===== config.mk =====
export PLATFORM = sky130hd
export DESIGN_NAME = fsl_unit
export DESIGN_NICKNAME = d
export VERILOG_FILES = /design/src/rtl/fsl_pkg.sv /design/src/rtl/fsl_lane.sv /design/src/rtl/fsl_ctrl.sv /design/src/rtl/fsl_rreg.sv /design/src/rtl/fsl_unit.sv
export SDC_FILE = /design/constraint.sdc
export NUM_CORES = 1
export LEC_CHECK = 0
export ABC_CLOCK_PERIOD_IN_PS = 4410
export BUFFER_PORTS_ARGS = -buffer_cell sky130_fd_sc_hd__buf_2
export CAP_MARGIN = 20
export CORE_MARGIN = 10
export CORE_UTILIZATION = 30
export CTS_CLUSTER_SIZE = 28
export DETAILED_ROUTE_END_ITERATION = 8
export GPL_TIMING_DRIVEN = 1
export PLACE_DENSITY = 0.55
export SLEW_MARGIN = 20
export SYNTH_ARGS = -nofsm -noshare
export SYNTH_HDL_FRONTEND = slang
export SYNTH_SLANG_ARGS = --single-unit

===== constraint.sdc =====
create_clock -name clk -period 4.41 [get_ports clk]
set_input_delay 0.441 -clock clk [delete_from_list [all_inputs] [get_ports clk]]
set_output_delay 0.441 -clock clk [all_outputs]
set_load 0.02 [all_outputs]

===== src/rtl/fsl_pkg.sv =====
package fsl_pkg;
    typedef logic [1:0] code_t;

    localparam code_t CODE_ZERO = 2'b00;
    localparam code_t CODE_ONE  = 2'b10;
    localparam code_t CODE_HIZ  = 2'b01;
    localparam code_t CODE_UNK  = 2'b11;

    typedef enum logic [2:0] {
        OP_AND  = 3'd0,
        OP_OR   = 3'd1,
        OP_XOR  = 3'd2,
        OP_NAND = 3'd3,
        OP_NOR  = 3'd4,
        OP_XNOR = 3'd5
    } op_e;

    typedef enum logic {
        ST_IDLE  = 1'b0,
        ST_ISSUE = 1'b1
    } vstate_e;
endpackage


===== src/rtl/fsl_lane.sv =====
module fsl_lane
    import fsl_pkg::*;
(
    input  logic [2:0] op_sel,
    input  code_t      a_code,
    input  code_t      b_code,
    output code_t      y_code
);
    logic a_lo, a_hi, b_lo, b_hi;
    logic a_known, b_known;
    code_t and_code, or_code, xor_code;

    // Decode each input into known-0 / known-1; Z and X both count as unknown
    assign a_lo    = (a_code == CODE_ZERO);
    assign a_hi    = (a_code == CODE_ONE);
    assign b_lo    = (b_code == CODE_ZERO);
    assign b_hi    = (b_code == CODE_ONE);
    assign a_known = a_lo | a_hi;
    assign b_known = b_lo | b_hi;

    always_comb begin
        if (a_lo || b_lo)       and_code = CODE_ZERO;
        else if (a_hi && b_hi)  and_code = CODE_ONE;
        else                    and_code = CODE_UNK;

        if (a_hi || b_hi)       or_code = CODE_ONE;
        else if (a_lo && b_lo)  or_code = CODE_ZERO;
        else                    or_code = CODE_UNK;

        if (a_known && b_known) xor_code = (a_hi ^ b_hi) ? CODE_ONE : CODE_ZERO;
        else                    xor_code = CODE_UNK;
    end

    function automatic code_t invert(input code_t c);
        if (c == CODE_ZERO)     return CODE_ONE;
        else if (c == CODE_ONE) return CODE_ZERO;
        else                    return CODE_UNK;
    endfunction

    always_comb begin
        unique case (op_sel)
            OP_AND:  y_code = and_code;
            OP_OR:   y_code = or_code;
            OP_XOR:  y_code = xor_code;
            OP_NAND: y_code = invert(and_code);
            OP_NOR:  y_code = invert(or_code);
            OP_XNOR: y_code = invert(xor_code);
            default: y_code = CODE_UNK;
        endcase
    end
endmodule


===== src/rtl/fsl_ctrl.sv =====
module fsl_ctrl
    import fsl_pkg::*;
(
    input  logic clk,
    input  logic rst,
    input  logic in_valid,
    output logic load_en,
    output logic out_valid
);
    vstate_e state, state_nxt;

    always_ff @(posedge clk) begin
        if (rst) state <= ST_IDLE;
        else     state <= state_nxt;
    end

    always_comb begin
        unique case (state)
            ST_IDLE:  state_nxt = in_valid ? ST_ISSUE : ST_IDLE;
            ST_ISSUE: state_nxt = in_valid ? ST_ISSUE : ST_IDLE;
            default:  state_nxt = ST_IDLE;
        endcase
    end

    always_comb begin
        load_en   = in_valid & ~rst;
        out_valid = (state == ST_ISSUE);
    end
endmodule


===== src/rtl/fsl_rreg.sv =====
module fsl_rreg #(
    parameter int WIDTH = 32
) (
    input  logic             clk,
    input  logic             rst,
    input  logic             load_en,
    input  logic [WIDTH-1:0] d_val,
    input  logic [WIDTH-1:0] d_unk,
    output logic [WIDTH-1:0] q_val,
    output logic [WIDTH-1:0] q_unk
);
    always_ff @(posedge clk) begin
        if (rst) begin
            q_val <= '1;
            q_unk <= '1;
        end else if (load_en) begin
            q_val <= d_val;
            q_unk <= d_unk;
        end
    end
endmodule


===== src/rtl/fsl_unit.sv =====
module fsl_unit
    import fsl_pkg::*;
#(
    parameter int WIDTH = 32
) (
    input  logic             clk,
    input  logic             rst,
    input  logic             in_valid,
    input  logic [2:0]       op_sel,
    input  logic [WIDTH-1:0] a_val,
    input  logic [WIDTH-1:0] a_unk,
    input  logic [WIDTH-1:0] b_val,
    input  logic [WIDTH-1:0] b_unk,
    output logic             out_valid,
    output logic [WIDTH-1:0] y_val,
    output logic [WIDTH-1:0] y_unk
);
    logic             load_en;
    logic [WIDTH-1:0] n_val, n_unk;

    fsl_ctrl u_ctrl (
        .clk       (clk),
        .rst       (rst),
        .in_valid  (in_valid),
        .load_en   (load_en),
        .out_valid (out_valid)
    );

    for (genvar i = 0; i < WIDTH; i++) begin : g_lane
        code_t yc;
        fsl_lane u_lane (
            .op_sel (op_sel),
            .a_code ({a_val[i], a_unk[i]}),
            .b_code ({b_val[i], b_unk[i]}),
            .y_code (yc)
        );
        assign n_val[i] = yc[1];
        assign n_unk[i] = yc[0];
    end

    fsl_rreg #(.WIDTH(WIDTH)) u_rreg (
        .clk     (clk),
        .rst     (rst),
        .load_en (load_en),
        .d_val   (n_val),
        .d_unk   (n_unk),
        .q_val   (y_val),
        .q_unk   (y_unk)
    );
endmodule


# Word-level counts from Yosys, hierarchy flattened

Index checks and enable logic that the tools add are counted.

Equal/unequal tests: 165
Multiplexer cells: 417
Bitwise logic cells: 98
Reductions and logical operators: 321

Operator list:

| kind               | number |
|---|---|
| $mux 2             | 352 |
| $pmux 2 s6         | 32 |
| $eq 2x2->1 const B | 160 |
| $logic_not 2->1    | 160 |
| $logic_and 1x1->1  | 96 |
| $logic_or 1x1->1   | 64 |
| $or 1x1->1         | 64 |
| $mux 1             | 33 |
| $xor 1x1->1        | 32 |
| $eq 3x2->1 const B | 2 |
| $eq 3x3->1 const B | 2 |
| $eq 3x1->1 const B | 1 |
| $logic_not 3->1    | 1 |
| $and 1x1->1        | 1 |
| $not 1->1          | 1 |

Flip-flop bits (word level): 65
Output and inout bits: 65
Word-level logic and storage cells: 1,004

# Longest topological paths before layout

Depth after elaboration: 8
Depth in mapped cells: 9
Depth with buffers taken out: 8

# By module

A second synthesis with hierarchy kept.

Cells, all modules: 1,176
Area total of the unflattened synthesis: 8,707.1 um^2

Modules (own cells, without submodules):

| module   | times used | cells each | area an instance (um^2) |
|---|---|---|---|
| fsl_lane | 32         | 30         | 196.4 |
| fsl_rreg | 1          | 213        | 2,388.5 |
| fsl_ctrl | 1          | 3          | 32.5 |

# Least setup slack after synthesis

OpenSTA, ideal clock, no wires.

Path type: in2reg
Start point: in b_unk[31]
End point: reg u_rreg.q_val[31]
Library setup time: 0.122 ns
Arrival: 1.748 ns
Data required time: 4.288 ns
Path slack: 2.540 ns
Cell stages on the path: 8
Buffers on the path: 1
Path through: clkbuf_1 > nor2b_1 > ha_1 > nor3_1 > nor3_1 > a21oi_1 > o311ai_1 > o32a_1

Cells in the longest elaborated chain, start to end: 8

RTL lines:

| what                                                 | line                                           | source |
|---|---|---|
| start: declaration                                   | fsl_unit.sv:13                                 | `input logic [WIDTH-1:0] b_unk,` |
| $eq 2x2->1 / $logic_not 2->1 (equally long branches) | fsl_lane.sv:17, fsl_lane.sv:16                 |  |
| $xor 1x1->1 (tied with other cells)                  | fsl_lane.sv:30                                 | `if (a_known && b_known) xor_code = (a_hi ^ b_hi) ? CODE_ONE : CODE_ZERO;` |
| $mux 2 (tied with other cells)                       | fsl_lane.sv:30                                 |  |
| $mux 2, on equally long branches                     | fsl_lane.sv:30, fsl_lane.sv:22, fsl_lane.sv:26 |  |
| $eq 2x2->1                                           | fsl_lane.sv:36                                 | `else if (c == CODE_ONE) return CODE_ZERO;` |
| $mux 2                                               | fsl_lane.sv:36                                 |  |
| $mux 2                                               | fsl_lane.sv:35                                 | `if (c == CODE_ZERO) return CODE_ONE;` |
| $pmux 2 s6 *                                         | fsl_lane.sv:41                                 | `unique case (op_sel)` |
| end signal: assignment                               | fsl_rreg.sv:17                                 | `q_val <= d_val;` |
| end: declaration                                     | fsl_rreg.sv:9                                  | `output logic [WIDTH-1:0] q_val,` |

Every way passes the cells marked *; elsewhere a longest branch is shown, timed or not.
A chain may end at the register's enable or synchronous reset.

# Worst setup path in the final report

Start point: in op_sel[1]
End point: reg u_rreg.q_unk[15]

Cells in the longest elaborated chain, start to end: 2

RTL lines:

| what                               | line           | source |
|---|---|---|
| start: declaration                 | fsl_unit.sv:9  | `input logic [2:0] op_sel,` |
| $eq 3x3->1 (tied with other cells) | -              |  |
| $pmux 2 s6 *                       | fsl_lane.sv:41 |  |
| end signal: assignment             | fsl_rreg.sv:18 | `q_unk <= d_unk;` |
| end: declaration                   | fsl_rreg.sv:10 | `output logic [WIDTH-1:0] q_unk` |

Marked as above.

==> metrics.log <==
INFO  metric nNetsFinal = 1284
INFO  metric areaGrowthSynthToFinish = 21.5%
INFO  metric number_of_enable_type_register_cells_in_the_synthesized_netlist = 0
INFO  metric multi_input_area = roughly 4800 um^2
INFO  metric die-area = roughly 28000 um^2
INFO  metric max_stage_delay = 890 ps
INFO  metric grt_antenna_before_repair = 4
INFO  metric post_layout_nonfiller_instances = 1407
INFO  metric achievable-frequency = between 300 and 400 MHz
INFO  metric grt_pass1_wl = 43.1 mm
INFO  metric startpoint_type = input pin
INFO  metric cap_violations = 0
INFO  metric final_layout_size_suffix_gt1_share = 22.5%
INFO  metric tritoncts = yes
INFO  metric postCtsHoldBufs = 0
INFO  metric yosys-top-cells-area = dfxtp_1 (20%), a21oi_1 (8.0%), o21ai_0 (7.7%), nor2_1 (7.2%), nor2b_1 (6.4%)
INFO  metric critical_path_class = in -> reg
INFO  metric p_per_area = ~260 nW/um^2
INFO  metric final_core_util = a little under two fifths
INFO  metric fin_tns_setup = 0 ps
INFO  metric floorplan.initialDensity = a little under a third
INFO  metric firstDrtPassIters = 5
INFO  metric netlist_area = about 6600 um^2
INFO  metric vdd_ir_drop_max = approximately 0.12 mV
INFO  metric drt_iter0_markers = 709
INFO  metric cts_resized = 0
INFO  metric clock_path_buffers = 2
INFO  metric numClockSinks = 65
INFO  metric timing.critical_path.cells = buf_2 -> buf_4 -> inv_2 -> nand2_1 -> buf_4 -> o21ai_0 -> a21oi_1 -> a21oi_1
INFO  metric grt_pass1_vias = around 8000
INFO  metric grt_resource_usage_total = about a fifth
INFO  metric setup_repair_after_global_routing_missed_its_margin = false
INFO  metric ys_async_sr_fraction = 0%
INFO  metric ys_ff_latch = between 60 and 70
INFO  metric detail_route.drc_violations = 0
INFO  metric syn-mean-instance-area = a little under 7 um^2
INFO  metric cp_data_required_time = approximately 4700 ps
INFO  metric post_drt_via_cell_ratio = around 5.8
INFO  metric path_clk_slew = 60 ps
INFO  metric routabilityCongestion = approximately 0.87
INFO  metric period_minus_slack = between 2000 and 3000 ps
INFO  metric slew_headroom = roughly 22%
INFO  metric synth.yosys.seq_area_share = between 10% and 20%
INFO  metric crit_arrival = 2950 ps
INFO  metric fp-row-count = 54
INFO  metric yosysTopAreaCell = dfxtp_1
INFO  metric route.final.wire_length = 28.2 mm
INFO  metric ys_types = 54
INFO  metric synth.net_count = about 1100
INFO  metric grt_overflow = 0
INFO  metric netlist.area_leader.share = ~20%
INFO  metric result_of_the_run = finished, final reports clean
INFO  metric placed_cells_incl_taps = roughly 1400
INFO  metric fin_worst_skew = 0 ps
INFO  metric static-leakage-power = just over 0.003 uW
INFO  metric wire_per_inst = ~20 um
INFO  metric largest_net_degree_at_the_start_of_global_routing = 45
INFO  metric cp_slowest_cell = nand2_1
INFO  metric insertion_delay = ~350 ps
INFO  metric worstPathMaxFanout = 26
INFO  metric io_buffer_count = between 150 and 200
INFO  metric fp.coreArea = approximately 22000 um^2
INFO  metric total_power = about 2100 uW
INFO  metric die_h = between 150 and 200 um
INFO  metric cts_setup_buffers = 0
INFO  metric layout.area.seq = 1300 um^2
INFO  metric yosys_warnings = 0
INFO  metric drt.antenna.violating_nets = 0
INFO  metric dr_total_vias = between 8000 and 9000
INFO  metric cts_made_buffers = 9
INFO  metric dp.final_hpwl = 20.0 mm
INFO  metric clock_tree.htree_level_count = 3
INFO  metric worstSetupEndpointType = register
INFO  metric most_used_dff_post_synth = dfxtp_1
INFO  metric syn_inst = about 960
INFO  metric worstMarginPinSlew = between 1000 and 1500 ps
INFO  metric number_of_max_slew_violations_in_the_final_report = 0
INFO  metric boundary_pin_count = between 150 and 200
INFO  metric hold_path_class = in -> reg
INFO  metric fill_cells = between 2000 and 2500
INFO  metric setup_viol_count_final = 0
INFO  metric die_w = 168 um
INFO  metric cts-root-buf = clkbuf_16
INFO  metric number_of_endpoints_with_negative_hold_slack_in_the_final_report = 0
INFO  metric post-route-period-util = ~60%
==> layer usage <==
layer | up-vias | wire length [um] | GRT usage [%]
met5 | - | 0 | 0
met4 | 0 | 550 | 6.70
met3 | 30 | 2110 | 3.75
met2 | 322 | 13200 | 30.8
met1 | 3844 | 12300 | 23.9
li1 | 3986 | - | -
==> per-stage QoR <==
step / hold WS [ps] / cell area [um^2] / setup slack, ps
CTS: 369 / 7950 / 1760
detailed placement: 462 / 7650 / 1390
finish: 381 / 7970 / 1700
global route: 392 / 7960 / 1520
global placement: 450 / 7650 / 1410
floorplan: 547 / 6560 / 2540
==> layout make-up <==
| class | instances | share of cell area [%] |
|---|---|---|
| Sequential cell | 65 | 16.3 |
| Timing Repair Buffer | 209 | 13.5 |
| Tap cell | 280 | 4.40 |
| Clock buffer | 14 | 3.56 |
| Multi-Input combinational cell | 809 | 60.9 |
| Clock inverter | 2 | 0.126 |
| Antenna cell | 4 | 0.126 |
| Inverter | 24 | 1.13 |
==> placed cells by master, fill, tap and decap left out, drive strengths merged, types with 19 or more instances in the layout <==
cell type  netlist  routed
buf             36     209
a31oi           19      19
o22ai           64      64
inv             24      24
nand2           47      47
nor2b           67      67
nor2           126     126
nor3            40      40
ha              32      32
o31ai           22      22
dfxtp           65      65
o21ai          130     130
o32a            19      19
nor4            37      37
a21oi          106     106
==> worst max-delay path: cells and delay by family <==
family / cells / cell delay, ps
buf+inv: 4 / 1200
simple gates: 1 / 890
compound gates: 3 / 390
==> power breakdown <==
group	internal (uW)	switching, uW	total (uW)
Combinational	245	435	680
Sequential	631	26.4	658
Clock	442	310	751
==> cell usage after synthesis, types with 20 or more instances <==
library cell and count:
dfxtp_1 65, nor2b_1 67, o22ai_1 64, ha_1 32
clkbuf_1 29, buf_2 26, nor3_1 40, a21oi_1 105
nor4_1 37, inv_1 20, o21ai_1 28, nand2_1 46
o21ai_0 101, nor2_1 126
==> registers in the layout (all words and copies together) (netlist names) <==
| signal | flops |
|---|---|
| u_ctrl.out_valid | 1 |
| u_rreg.q_unk | 32 |
| u_rreg.q_val | 32 |
==> final timing paths <==
path                    startpoint  cells after the start               end  slack [ps]
setup / recovery         op_sel[1]                      8  u_rreg.q_unk[15]        1700
hold / removal           a_unk[27]                      3  u_rreg.q_unk[27]         380
setup reg to reg  u_rreg.q_unk[26]                      2  u_rreg.q_unk[26]        3550
hold reg to reg   u_rreg.q_unk[19]                      1  u_rreg.q_unk[19]         470
==> kinds of logic (layout without fill, tap and decap cells) <==
| logic type | count (synthesis) | after routing | share of synthesized area, % |
|---|---|---|---|
| AND/OR/NAND/NOR | 366 | 366 | 27.9 |
| XOR/XNOR | 1 | 1 | 0.134 |
| other | 0 | 4 | 0 |
| multiplexers | 2 | 2 | 0.344 |
| flip-flops | 65 | 65 | 19.9 |
| buffers and inverters | 90 | 249 | 6.57 |
| AO/OA/AOI/OAI | 401 | 401 | 38.0 |
| adder cells (fa/ha/maj) | 39 | 39 | 7.18 |
Note: power is estimated with default switching activity, not from simulation.
